$ cat src/rtl/vxl_pkg.sv
package vxl_pkg;

    localparam int VXL_LANES   = 16;
    localparam int VXL_BYTE_W  = 8;
    localparam int VXL_VEC_W   = VXL_LANES * VXL_BYTE_W;
    localparam int VXL_LANE_W  = $clog2(VXL_LANES);
    localparam int VXL_CNT_W   = $clog2(VXL_LANES + 1);
    localparam int VXL_LEN_W   = 64;
    localparam int VXL_FLD_LSB = 56;

    typedef enum logic [1:0] {
        ST_IDLE = 2'd0,
        ST_XFER = 2'd1,
        ST_FIN  = 2'd2
    } vxl_state_e;

    typedef struct packed {
        logic                 store;
        logic                 reverse;
        logic [VXL_CNT_W-1:0] count;
    } vxl_op_t;

    // Saturate the raw 8-bit length field at the lane count.
    function automatic logic [VXL_CNT_W-1:0] vxl_clamp(input logic [7:0] raw);
        if (raw >= 8'(VXL_LANES)) return VXL_CNT_W'(VXL_LANES);
        return VXL_CNT_W'(raw);
    endfunction

    // Lane for the step-th byte: upward, or downward from the last lane.
    function automatic logic [VXL_LANE_W-1:0] vxl_lane(input logic [VXL_LANE_W-1:0] step,
                                                       input logic reverse);
        if (reverse) return VXL_LANE_W'(VXL_LANES - 1) - step;
        return step;
    endfunction

endpackage

$ cat src/rtl/vxl_len_decode.sv
module vxl_len_decode
    import vxl_pkg::*;
#(
    parameter int LEN_W   = VXL_LEN_W,
    parameter int FLD_LSB = VXL_FLD_LSB,
    parameter int CNT_W   = VXL_CNT_W
) (
    input  logic [LEN_W-1:0] len_op,
    output logic [CNT_W-1:0] count
);
    logic [7:0] raw;
    logic       unused_len;

    assign raw        = len_op[FLD_LSB +: 8];
    assign unused_len = ^len_op;
    assign count      = CNT_W'(vxl_clamp(raw));

endmodule

$ cat src/rtl/vxl_vreg.sv
module vxl_vreg
    import vxl_pkg::*;
#(
    parameter int LANES  = VXL_LANES,
    parameter int BYTE_W = VXL_BYTE_W,
    localparam int VEC_W  = LANES * BYTE_W,
    localparam int LANE_W = $clog2(LANES)
) (
    input  logic              clk,
    input  logic              rst,
    input  logic              init,
    input  logic [VEC_W-1:0]  init_val,
    input  logic              wr_en,
    input  logic [LANE_W-1:0] lane,
    input  logic [BYTE_W-1:0] wr_byte,
    output logic [BYTE_W-1:0] rd_byte,
    output logic [VEC_W-1:0]  value
);
    // Lane 0 is the most significant byte of the vector.
    for (genvar g = 0; g < LANES; g++) begin : g_lane
        localparam int LO = VEC_W - BYTE_W * (g + 1);
        logic [BYTE_W-1:0] byte_q;

        always_ff @(posedge clk) begin
            if (rst) begin
                byte_q <= '0;
            end else if (init) begin
                byte_q <= init_val[LO +: BYTE_W];
            end else if (wr_en && lane == LANE_W'(g)) begin
                byte_q <= wr_byte;
            end
        end

        assign value[LO +: BYTE_W] = byte_q;
    end

    always_comb begin
        rd_byte = '0;
        for (int k = 0; k < LANES; k++) begin
            if (lane == LANE_W'(k)) rd_byte = value[VEC_W - BYTE_W * (k + 1) +: BYTE_W];
        end
    end

endmodule

$ cat src/rtl/vxl_seq.sv
module vxl_seq
    import vxl_pkg::*;
#(
    parameter int ADDR_W = 32,
    parameter int CNT_W  = VXL_CNT_W
) (
    input  logic              clk,
    input  logic              rst,
    input  logic              start,
    input  logic              is_store,
    input  logic              reverse,
    input  logic [CNT_W-1:0]  count,
    input  logic [ADDR_W-1:0] addr_in,
    input  logic              mem_ack,
    output logic              accept,
    output logic              capture,
    output logic              rev_q,
    output logic [CNT_W-1:0]  step_q,
    output logic              mem_req,
    output logic              mem_we,
    output logic [ADDR_W-1:0] mem_addr,
    output logic              vec_we,
    output logic              done,
    output logic              busy
);
    vxl_state_e        state_q;
    vxl_op_t           op_q;
    logic [ADDR_W-1:0] addr_q;
    logic [CNT_W-1:0]  step_nx;

    assign accept  = (state_q == ST_IDLE) && start;
    assign step_nx = step_q + CNT_W'(1);

    always_ff @(posedge clk) begin
        if (rst) begin
            state_q <= ST_IDLE;
            op_q    <= '0;
            addr_q  <= '0;
            step_q  <= '0;
        end else begin
            unique case (state_q)
                ST_IDLE: begin
                    if (start) begin
                        op_q.store   <= is_store;
                        op_q.reverse <= reverse;
                        op_q.count   <= count;
                        addr_q       <= addr_in;
                        step_q       <= '0;
                        state_q      <= (count == '0) ? ST_FIN : ST_XFER;
                    end
                end
                ST_XFER: begin
                    if (mem_ack) begin
                        addr_q <= addr_q + ADDR_W'(1);
                        step_q <= step_nx;
                        if (step_nx == op_q.count) state_q <= ST_FIN;
                    end
                end
                ST_FIN:  state_q <= ST_IDLE;
                default: state_q <= ST_IDLE;
            endcase
        end
    end

    assign rev_q    = op_q.reverse;
    assign mem_req  = (state_q == ST_XFER);
    assign mem_we   = mem_req && op_q.store;
    assign mem_addr = addr_q;
    assign capture  = mem_req && mem_ack && !op_q.store;
    assign done     = (state_q == ST_FIN);
    assign vec_we   = done && !op_q.store;
    assign busy     = (state_q != ST_IDLE);

    AST_REQ_HOLD: assert property (@(posedge clk) disable iff (rst)
        (mem_req && !mem_ack) |=> (mem_req && $stable(mem_addr) && $stable(mem_we)))
        else $error("request dropped or changed before ack");

    AST_ADDR_STEP: assert property (@(posedge clk) disable iff (rst)
        (mem_req && mem_ack) |=> (!mem_req || mem_addr == $past(mem_addr) + ADDR_W'(1)))
        else $error("address did not advance by one");

    AST_ZERO_SKIP: assert property (@(posedge clk) disable iff (rst)
        (accept && count == '0) |=> (!mem_req && done))
        else $error("zero count issued an access");

    AST_WE_DONE: assert property (@(posedge clk) disable iff (rst)
        vec_we |-> (done && !mem_req))
        else $error("vector write outside completion");

    AST_STEP_BOUND: assert property (@(posedge clk) disable iff (rst)
        mem_req |-> (step_q < op_q.count && op_q.count <= CNT_W'(VXL_LANES)))
        else $error("step beyond clamped count");

    AST_START_IGNORED: assert property (@(posedge clk) disable iff (rst)
        (busy && start) |=> ($stable(op_q) || $past(done)))
        else $error("operation changed while busy");

endmodule

$ cat src/rtl/vxl_mover.sv
module vxl_mover
    import vxl_pkg::*;
#(
    parameter int ADDR_W = 32
) (
    input  logic                 clk,
    input  logic                 rst,
    input  logic                 start,
    input  logic                 is_store,
    input  logic                 le_mode,
    input  logic                 left_just,
    input  logic [ADDR_W-1:0]    addr_in,
    input  logic [VXL_LEN_W-1:0] len_op,
    input  logic [VXL_VEC_W-1:0] vec_in,
    output logic                 mem_req,
    output logic                 mem_we,
    output logic [ADDR_W-1:0]    mem_addr,
    output logic [VXL_BYTE_W-1:0] mem_wdata,
    input  logic                 mem_ack,
    input  logic [VXL_BYTE_W-1:0] mem_rdata,
    output logic [VXL_VEC_W-1:0] vec_out,
    output logic                 vec_we,
    output logic                 done,
    output logic                 busy
);
    logic [VXL_CNT_W-1:0]  count;
    logic [VXL_CNT_W-1:0]  step;
    logic [VXL_LANE_W-1:0] lane;
    logic [VXL_VEC_W-1:0]  init_val;
    logic                  accept;
    logic                  capture;
    logic                  rev_q;
    logic                  reverse;

    assign reverse  = le_mode && !left_just;
    assign init_val = is_store ? vec_in : '0;
    assign lane     = vxl_lane(step[VXL_LANE_W-1:0], rev_q);

    vxl_len_decode u_len (
        .len_op (len_op),
        .count  (count)
    );

    vxl_seq #(.ADDR_W(ADDR_W)) u_seq (
        .clk      (clk),
        .rst      (rst),
        .start    (start),
        .is_store (is_store),
        .reverse  (reverse),
        .count    (count),
        .addr_in  (addr_in),
        .mem_ack  (mem_ack),
        .accept   (accept),
        .capture  (capture),
        .rev_q    (rev_q),
        .step_q   (step),
        .mem_req  (mem_req),
        .mem_we   (mem_we),
        .mem_addr (mem_addr),
        .vec_we   (vec_we),
        .done     (done),
        .busy     (busy)
    );

    vxl_vreg u_vreg (
        .clk      (clk),
        .rst      (rst),
        .init     (accept),
        .init_val (init_val),
        .wr_en    (capture),
        .lane     (lane),
        .wr_byte  (mem_rdata),
        .rd_byte  (mem_wdata),
        .value    (vec_out)
    );

    AST_WDATA_HOLD: assert property (@(posedge clk) disable iff (rst)
        (mem_req && mem_we && !mem_ack) |=> $stable(mem_wdata))
        else $error("write data changed before ack");

    AST_LOAD_ONLY_WE: assert property (@(posedge clk) disable iff (rst)
        vec_we |=> !vec_we)
        else $error("vector write held for more than one cycle");

endmodule

$ cat config.mk
export PLATFORM = sky130hd
export DESIGN_NAME = vxl_mover
export DESIGN_NICKNAME = d
export VERILOG_FILES = /design/src/rtl/vxl_pkg.sv /design/src/rtl/vxl_len_decode.sv /design/src/rtl/vxl_vreg.sv /design/src/rtl/vxl_seq.sv /design/src/rtl/vxl_mover.sv
export SDC_FILE = /design/constraint.sdc
export NUM_CORES = 1
export LEC_CHECK = 0
export ABC_AREA = 1
export BUFFER_PORTS_ARGS = -buffer_cell sky130_fd_sc_hd__buf_2
export CAP_MARGIN = 20
export CORE_MARGIN = 2
export CORE_UTILIZATION = 40
export CTS_CLUSTER_SIZE = 20
export DETAILED_ROUTE_END_ITERATION = 10
export MAX_ROUTING_LAYER = met4
export PLACE_DENSITY = 0.74
export SLEW_MARGIN = 20
export SYNTH_ARGS = -nofsm -noshare
export SYNTH_HDL_FRONTEND = slang
export SYNTH_HIERARCHICAL = 1
export SYNTH_SLANG_ARGS = --single-unit
$ cat constraint.sdc
create_clock -name clk -period 3.2 [get_ports clk]
set_clock_uncertainty 0.2 [all_clocks]
set_input_delay 0.32 -clock clk [delete_from_list [all_inputs] [get_ports clk]]
set_output_delay 0.32 -clock clk [all_outputs]
set_load 0.02 [all_outputs]
**Yosys cells after proc, flatten, opt, wreduce, memory -nomap -nowiden**

Cells that the tools add are included.

- Reduce and logical (&&, ||, !) cells: 48
- Magnitude comparators: 1
- Equal/unequal tests: 21
- Add/subtract/negate cells: 3
- Divide/modulo/power cells: 0
- Shift-type cells: 0
- Bitwise logic cells: 0
- Mux-type cells: 66
- Multiply operators: 0

Operators with widths:

| operator | count |
|---|---|
| 8-bit two-way mux | 48 |
| 128-bit two-way mux | 1 |
| 32-bit two-way mux | 2 |
| 32-bit case mux with 2 select lines | 1 |
| 2-bit nonzero test | 18 |
| 32-bit by 1-bit adder with 32-bit output, second input constant | 1 |
| 4-bit equality test, second input constant | 8 |
| 1-bit logical AND | 22 |
| 5-bit two-way mux | 4 |
| 4-bit by 3-bit equality test with 1-bit output, second input constant | 4 |
| 5-bit case mux with 2 select lines | 1 |
| 4-bit by 2-bit equality test with 1-bit output, second input constant | 2 |
| 8-bit by 5-bit greater-or-equal comparator with 1-bit output, second input constant | 1 |
| 2-bit two-way mux | 4 |
| 4-bit two-way mux | 2 |
| 2-bit != test, second input constant | 3 |
| 3-bit AND reduction | 2 |
| 5-bit by 1-bit adder with 5-bit output, second input constant | 1 |
| 5-bit equality test | 1 |
| 5-bit logical NOT | 1 |
| 4-bit by 1-bit equality test with 1-bit output, second input constant | 1 |
| 4-bit logical NOT | 1 |
| 2-bit case mux with 2 select lines | 1 |
| 4-bit subtractor, first input constant | 1 |
| other kinds (6) | 8 |

- Memories kept: 0
- Word-level logic and storage cells: 161
- Register bits after elaboration: 174
- Input port bits: 239
- Output and inout bits: 173
- RAM bits: 0
- Latch bits: 0
- Memory bits (read-only): 0

**Logic depth before layout (Yosys ltp)**

Gate-level depths: netlist of run 1.

- Depth in word-level cells: 20
- Depth in mapped cells: 16
- Depth with buffers taken out: 16

**Modules after synthesis**

Netlist of run 1, hierarchy kept.

Modules (own cells, without submodules):

| module | area each (um2) | seq. area each (um2) | cells an instance | instances |
|---|---|---|---|---|
| vxl_vreg | 6357.3 | 2562.5 | 959 | 1 |
| vxl_seq | 2994.1 | 920.9 | 516 | 1 |
| vxl_mover | 1186.1 | 0.0 | 289 | 1 |
| vxl_len_decode | 43.8 | 0.0 | 11 | 1 |

**Least setup slack after synthesis of run 1**

Ideal clock, no wire load.

- Kind: register to output
- Start point: register u_seq.step_q[0]
- End point: output port mem_wdata[7]
- Arrival: 1942 ps
- Cell stages (with the launch flop): 13
- Setup slack: 738 ps
- Data required time: 2680 ps
- Path buffers: 0
- Cells stage by stage: dfxtp_1 > inv_1 > nand2_1 > nand2_1 > nor2_4 > inv_2 > nor2_4 > inv_1 > or2_0 > nand2_1 > nand4_1 > nor2_1 > nand4_1

- Cells in the longest elaborated chain, start to end: 20
- Elaborated cells between the ends (all ways): 35
- Classes of those cells: add/sub (1); eq/ne (15); mux (18); reduce/logical (1)

Ends and longest elaborated chain:

| item | RTL line | text |
|---|---|---|
| from (decl) | vxl_seq.sv:18 | `output logic [CNT_W-1:0] step_q,` |
| from (signal assigned) | vxl_seq.sv:55 | `step_q <= step_nx;` |
| 4-bit subtractor | vxl_pkg.sv:32 | `if (reverse) return VXL_LANE_W'(VXL_LANES - 1) - step;` |
| 4-bit two-way mux | vxl_pkg.sv:32 |  |
| 4-bit two-way mux (*) | vxl_pkg.sv:33 | `return step;` |
| named net lane[0] | vxl_mover.sv:28 | `logic [VXL_LANE_W-1:0] lane;` |
| 4-bit logical NOT | vxl_vreg.sv:40 | `if (lane == LANE_W'(k)) rd_byte = value[VEC_W - BYTE_W * (k + 1) +: BYTE_W];` |
| 8-bit two-way mux (15 in series) | vxl_vreg.sv:40 |  |
| 8-bit two-way mux (*) | vxl_vreg.sv:40 |  |
| to (decl) | vxl_mover.sv:18 | `output logic [VXL_BYTE_W-1:0] mem_wdata,` |

Mark *: on every way through the listed nets, which the timed path passes. The rest lies on a longest branch. The select of a mux whose other input is x is not followed.

**Worst setup path in the final report of run 1**

- Start point: register u_seq.op_q (netlist bit u_seq/rev_q)
- End point: output port mem_wdata[2]

- Cells in the longest elaborated chain, start to end: 19
- Elaborated cells between the ends (all ways): 34
- Classes of those cells: eq/ne (15); mux (18); reduce/logical (1)

Ends and longest elaborated chain:

| item | RTL line | text |
|---|---|---|
| from (decl) | vxl_seq.sv:27 | `vxl_op_t op_q;` |
| 1-bit two-way mux (*) | vxl_pkg.sv:32 |  |
| 4-bit two-way mux (*) | vxl_pkg.sv:33 |  |
| named net lane[3] | vxl_mover.sv:28 |  |
| 4-bit logical NOT | vxl_vreg.sv:40 |  |
| 8-bit two-way mux (15 in series) | vxl_vreg.sv:40 |  |
| 8-bit two-way mux (*) | vxl_vreg.sv:40 |  |

Mark *: on every way through the listed nets, which the timed path passes. The rest lies on a longest branch.

==> impl_results.md, run 1 <==
* Peak supply drop at 0.256 mV
* Crit path buf inv count at 5
* CP max stage delay at 0.39 ns
* Min-delay src: addr_in[15]
* Fin crit share at 103%
* Area growth syn-to-layout at 30.3%
* DRC at 0
* Via density at 5.23
* WHS at 0.0180 ns
* Critical Path RT at 2.68 ns
* I/O Buffers at 355
* Largest net degree at the start of global routing at 133
* Final Max Tran Viols at 0
* Final Cell Area at 0.0138 mm2
* All-layer global routing usage at 29.8%
* Synth unique cells at 32
* Seq/Total Area, Yosys at 32.9%
* Failing checks: setup timing
* R2r startpoint: u_seq/state_q[0]
* Grt ovf at 0
* Pre-CTS WS at 0.126 ns
* First-pass GRT wire length at 63.7 mm
* Slowest-stage cell, CP: dfxtp_4
* Post-placement cell area at 0.0125 mm2
* Final Hold Viols at 0
* Worst setup EP type: output pin
* Drt wl/cell at 17.1 um
* CTS max path bufs at 2
* Die area at 0.0278 mm2
* PwrDens at 509 mW/mm2
* TritonCTS buffer count at 17
* Top cell family by delay on the critical path: simple AND/OR/NAND/NOR gates
* Final ANT Viol Nets at 0
* Max Fclk at 303 MHz
* Vias at 13000
* Layout cell share with drive strength beyond 1 at 25.4%
* Crit Path Category: reg2out
* Pwr Total at 7.01 mW
* Worst Path Arrival at 2.78 ns
* Initial drt markers at 1272
* Clock latency on the worst-skew pair at 0.44 ns
* Synth Area per Inst at 5.96 um2
* Yosys reg bits at 174
* Initial core utilization at 40.7%
* Initial antenna violation count at 11
* CP most frequent cell: nand4_1
* P_leak at 7.12 nW
* Synthesized Nets at 2016
* Gp weighted congestion at 0.948
* Non-Filler Instances at 2480
* CTS Sinks at 174
* Clock Tree Root: clkbuf_16
* Most frequent cells in the layout: nand2_1, buf_2, inv_1, a21oi_1, dfxtp_1
* Top Ports at 412
* Post-Syn Instances at 1775
* Tmin final at 3.30 ns
* Min setup slack post-route at -0.101 ns
* Mapped cell area at 0.0106 mm2
* Die W at 167 um
* Die height at 167 um
* Status: finished, violations left
* Max cap viols at 0
* # rows at 59
* Dpl cells at 2399
* Reg clk slew, reported paths at 0.08 ns
* Sum Neg Setup Slack at -0.148 ns
* DP Wirelength at 30.7 mm
* Final setup fails at 4
* Vias in the first global route at 11700
* Critical path launch point: u_seq/rev_q
* Crit-path max FO at 6
* CORE AREA at 0.0260 mm2
* Worst path cell trace: inv_6 > nand2_4 > nand2_4 > nor2_4 > buf_6 > buf_4 > nand3_2 > nand3_2 > nor2_2 > nand4_1 > nand2_1 > nand4_1 > nor3_2 > buf_4 > nand4_1 > buf_6
* RSZ-0062 raised after global routing: yes
* H-tree levels at 4
* Startpoint types: register
* Hold Crit Class: in2reg
* Layout Nets at 2362
* Most common cell after layout, fill and taps aside: nand2_1
* Synth warn at 6
* Post-Route WL at 42.3 mm
* CTS tree: built
* Drt pass-1 iters at 6
* Slew @ Worst Pin at 0.922 ns
* Worst slew margin at 38.5%
* End-of-flow core utilization at 53.1%
synth_stat cells (all sizes together):
master | instances | area share (%)
clkinv | 1 | 0.035
o2111ai | 1 | 0.083
a21oi | 213 | 10
nand3b | 3 | 0.21
o21a | 1 | 0.071
xnor2 | 2 | 0.17
nand2 | 602 | 22
or2 | 18 | 1.1
buf | 40 | 2.9
inv | 247 | 8.8
o21ai | 113 | 5.3
dfxtp | 174 | 33
nand4 | 21 | 1.2
xor2 | 4 | 0.33
clkbuf | 50 | 1.8
ha | 2 | 0.24
nor3b | 1 | 0.071
a31oi | 55 | 3.3
nor2 | 151 | 6.3
nor3 | 6 | 0.28
nand3 | 69 | 3.3
o22ai | 1 | 0.059
tightest hold or removal path, delay by kind of cell:
family	cells	cell delay [ns]
buffers and inverters	1	0.07
AND/OR/NAND/NOR	3	0.19
AO/OA/AOI/OAI	1	0.04
worst paths after layout:
kind / to / slack (ns) / cells past startpoint
max reg2reg: u_vreg/g_lane[3].byte_q[5] / 0.51 / 8
min reg2reg: u_seq/step_q[4] / 0.28 / 2
max: mem_wdata[2] / -0.10 / 16
min: u_seq/mem_addr[15] / 0.02 / 5
power breakdown:
part | internal (mW) | switching, mW
logic | 0.758 | 1.45
clock network | 1.06 | 1.08
registers | 2.39 | 0.268
total | 4.21 | 2.81
timing repair:
item	in CTS	in global routing
pin swaps	12	47
buffers inserted	13	13
hold endpoints to repair	12	0
gates resized for setup	30	62
cloned	1	0
hold buffers	12	0
endpoints found under the setup margin	8	8
registers in the layout, summed over array words and instances (netlist names):
name,cells
u_seq/op_q,6
u_vreg/g_lane.byte_q,128
u_seq/rev_q,1
u_seq/step_q,5
u_seq/state_q,2
u_seq/mem_addr,32
logic make-up (layout without fill, tap and decap cells):
group | Yosys count | after routing | share of synthesized area, %
and+or+nand+nor | 871 | 871 | 34.0
AOI/OAI and AO/OA | 384 | 384 | 18.9
buffers and inverters | 338 | 697 | 13.5
DFF | 174 | 174 | 32.9
xor gates and xnor gates | 6 | 6 | 0.497
adders and majority gates | 2 | 2 | 0.236
other | 0 | 11 | 0
area by class of cell:
cell class                 count  area (um2)
multi-input combinational   1263        5900
tap                          335         419
antenna                       11        27.5
clock inverter                14         175
fill                        2715       12200
clock buffer                  18         429
sequential                   174        3500
inverter                     248         938
timing repair buffer         417        2400
per-layer routing:
layer	share of wire [%]	GRT usage (%)	vias to the layer above
met2	46	45.4	687
met4	3.2	13.3	0
li1	-	-	6331
met5	0	-	-
met1	42	38.2	5872
met3	9.2	5.89	87
(Power assumes the default switching activity.)
==> inputs of run 2 (changes only) <==
Settings changed: SKIP_CTS_REPAIR_TIMING from default to 1.
==> run 2 against run 1 <==
Compared with the run above: the flow finishes with violations (hold timing, setup timing); clock power is essentially flat; flip-flop and latch count unchanged; maximum frequency up 0.85%; total power is 0.93% lower; largest cell class unchanged; largest power group unchanged.
==> impl_results.md, run 2 (synthesis results as in run 1) <==
* R2r endpoint: u_vreg/g_lane[15].byte_q[5]
* Min setup slack post-route at -0.0738 ns
* Slew @ Worst Pin at 0.890 ns
* Max cap viols at 0
* Worst Path Arrival at 2.75 ns
* Crit Path Category: reg2out
* Post-placement cell area at 0.0125 mm2
* Register cell area after layout at 0.00350 mm2
* Reg clk slew, reported paths at 0.08 ns
* Via density at 5.21
* Clock Tree Root: clkbuf_16
* Die area at 0.0278 mm2
* RSZ-0062 raised after global routing: yes
* Die W at 167 um
* WHS at -0.00790 ns
* Worst path cell trace: inv_8 > nand2_4 > nand2_4 > nor2_4 > buf_6 > nand3_1 > nand3_2 > nor2_2 > nand4_1 > nand2_1 > nand4_1 > nor3_2 > buf_4 > nand4_1 > buf_6
* Vias at 12900
* All-layer global routing usage at 29.4%
* Final Max Tran Viols at 0
* Gp weighted congestion at 0.948
* Area growth syn-to-layout at 28.2%
* PwrDens at 512 mW/mm2
* Seq pwr share at 38.3%
* Critical path launch point: u_seq/rev_q
* Switching power at 2.79 mW
* Sw frac at 40.2%
* Drt wl/cell at 17.0 um
* Min-delay src: addr_in[11]
* TritonCTS buffer count at 17
* Biggest register: u_vreg/g_lane.byte_q
* Clock latency on the worst-skew pair at 0.45 ns
* Post-Route WL at 42.0 mm
* # rows at 59
* Failing checks: hold timing, setup timing
* I/O Buffers at 355
* Layout cell share with drive strength beyond 1 at 24.4%
* Crit path buf inv count at 4
* P_leak at 7.02 nW
* Grt ovf at 0
* Layout Nets at 2351
* Startpoint types: register
* Hold Crit Class: in2reg
* Fin crit share at 102%
* H-tree levels at 4
* Worst slew margin at 40.6%
* Pint at 4.16 mW
* Sum Neg Setup Slack at -0.104 ns
* FF-to-FF path depth at 8
* Hold Crit Depth at 5
* R2R setup slack at 0.53 ns
* Combinational power share at 30.8%
* CORE AREA at 0.0260 mm2
* Final Hold Viols at 2
* Fill cell count at 2728
* Top Ports at 412
* Crit-path max FO at 6
* DP Wirelength at 30.7 mm
* Area of the multi-input gates at 0.00585 mm2
* Final Cell Area at 0.0136 mm2
* Drt pass-1 iters at 6
* CTS Sinks at 174
* Tmin final at 3.27 ns
* Initial antenna violation count at 10
* CP most frequent cell: nand4_1
* Final ANT Viol Nets at 0
* Vias in the first global route at 11500
* CTS max path bufs at 2
* Clock Power Share at 31.0%
* Max reg flops at 128
* Slowest-stage cell, CP: dfxtp_4
* CP max stage delay at 0.40 ns
* Die height at 167 um
* Endpoint, Worst Hold: u_seq/mem_addr[11]
* Most frequent cells in the layout: nand2_1, buf_2, inv_1, a21oi_1, dfxtp_1
* Final setup fails at 2
* Peak supply drop at 0.250 mV
* Top cell family by delay on the critical path: simple AND/OR/NAND/NOR gates
* End-of-flow core utilization at 52.2%
* DRC at 0
* Critical Path RT at 2.68 ns
* Status: finished, violations left
* First-pass GRT wire length at 62.8 mm
* Most common cell after layout, fill and taps aside: nand2_1
* Initial drt markers at 1228
* R2r startpoint: u_seq/state_q[0]
* Initial core utilization at 40.7%
* Max Fclk at 305 MHz
* Largest net degree at the start of global routing at 133
* CTS tree: built
* Worst setup EP type: output pin
==> run 2: area by class of cell <==
cell class	instances	area share [%]
antenna	10	0.184
clock buffer	18	3.16
tap	335	3.09
inverter	248	6.93
clock inverter	14	1.29
multi-input combinational	1263	43.1
sequential	174	25.8
timing repair buffer	406	16.5
==> run 2: per-stage QoR <==
| stage | worst slack (ns) | cells | hold WS, ns | total power [mW] |
|---|---|---|---|---|
| after global placement | 0.157 | 2399 | 0.265 | 4.64 |
| after global routing | -0.132 | 2468 | 0.0131 | 7.24 |
| after floorplan | 0.738 | 1775 | 0.245 | 3.90 |
| after detailed placement | 0.126 | 2399 | 0.271 | 4.67 |
| after CTS | -0.378 | 2431 | -0.0713 | 6.79 |
| final | -0.0738 | 2468 | -0.00790 | 6.95 |
==> run 2: worst max path at each step <==
| stage | endpoint | slack [ns] | depth (start not counted) |
|---|---|---|---|
| after floorplan | mem_wdata[7] | 0.74 | 12 |
| after global placement | mem_wdata[2] | 0.16 | 15 |
| after detailed placement | mem_wdata[2] | 0.13 | 15 |
| after CTS | mem_wdata[2] | -0.38 | 15 |
| after global routing | mem_wdata[2] | -0.13 | 15 |
| final | mem_wdata[2] | -0.07 | 15 |
==> run 2: tightest hold or removal path: cells and delay by family <==
family	cells	cell delay, ns
AND/OR/NAND/NOR	3	0.17
AO/OA/AOI/OAI	1	0.04
buffers and inverters	1	0.08
==> run 2: metal layers <==
| metal | track usage [%] | part of all wire, % | vias to the layer above | routed length, um |
|---|---|---|---|---|
| met2 | 44.6 | 45 | 682 | 18900 |
| li1 | - | - | 6304 | - |
| met5 | - | 0 | - | 0 |
| met1 | 38.1 | 42 | 5778 | 17700 |
| met3 | 5.73 | 9.3 | 104 | 3900 |
| met4 | 12.6 | 3.6 | 0 | 1500 |
==> run 2: power by group through the flow <==
stage          logic [mW]  clock network (mW)  registers [mW]
6_report             2.14                2.15            2.66
5_1_grt              2.31                2.25            2.68
4_1_cts              1.98                2.17            2.65
3_5_place_dp         1.97                   0            2.70
3_3_place_gp         1.95                   0            2.70
2_1_floorplan        1.04                   0            2.86
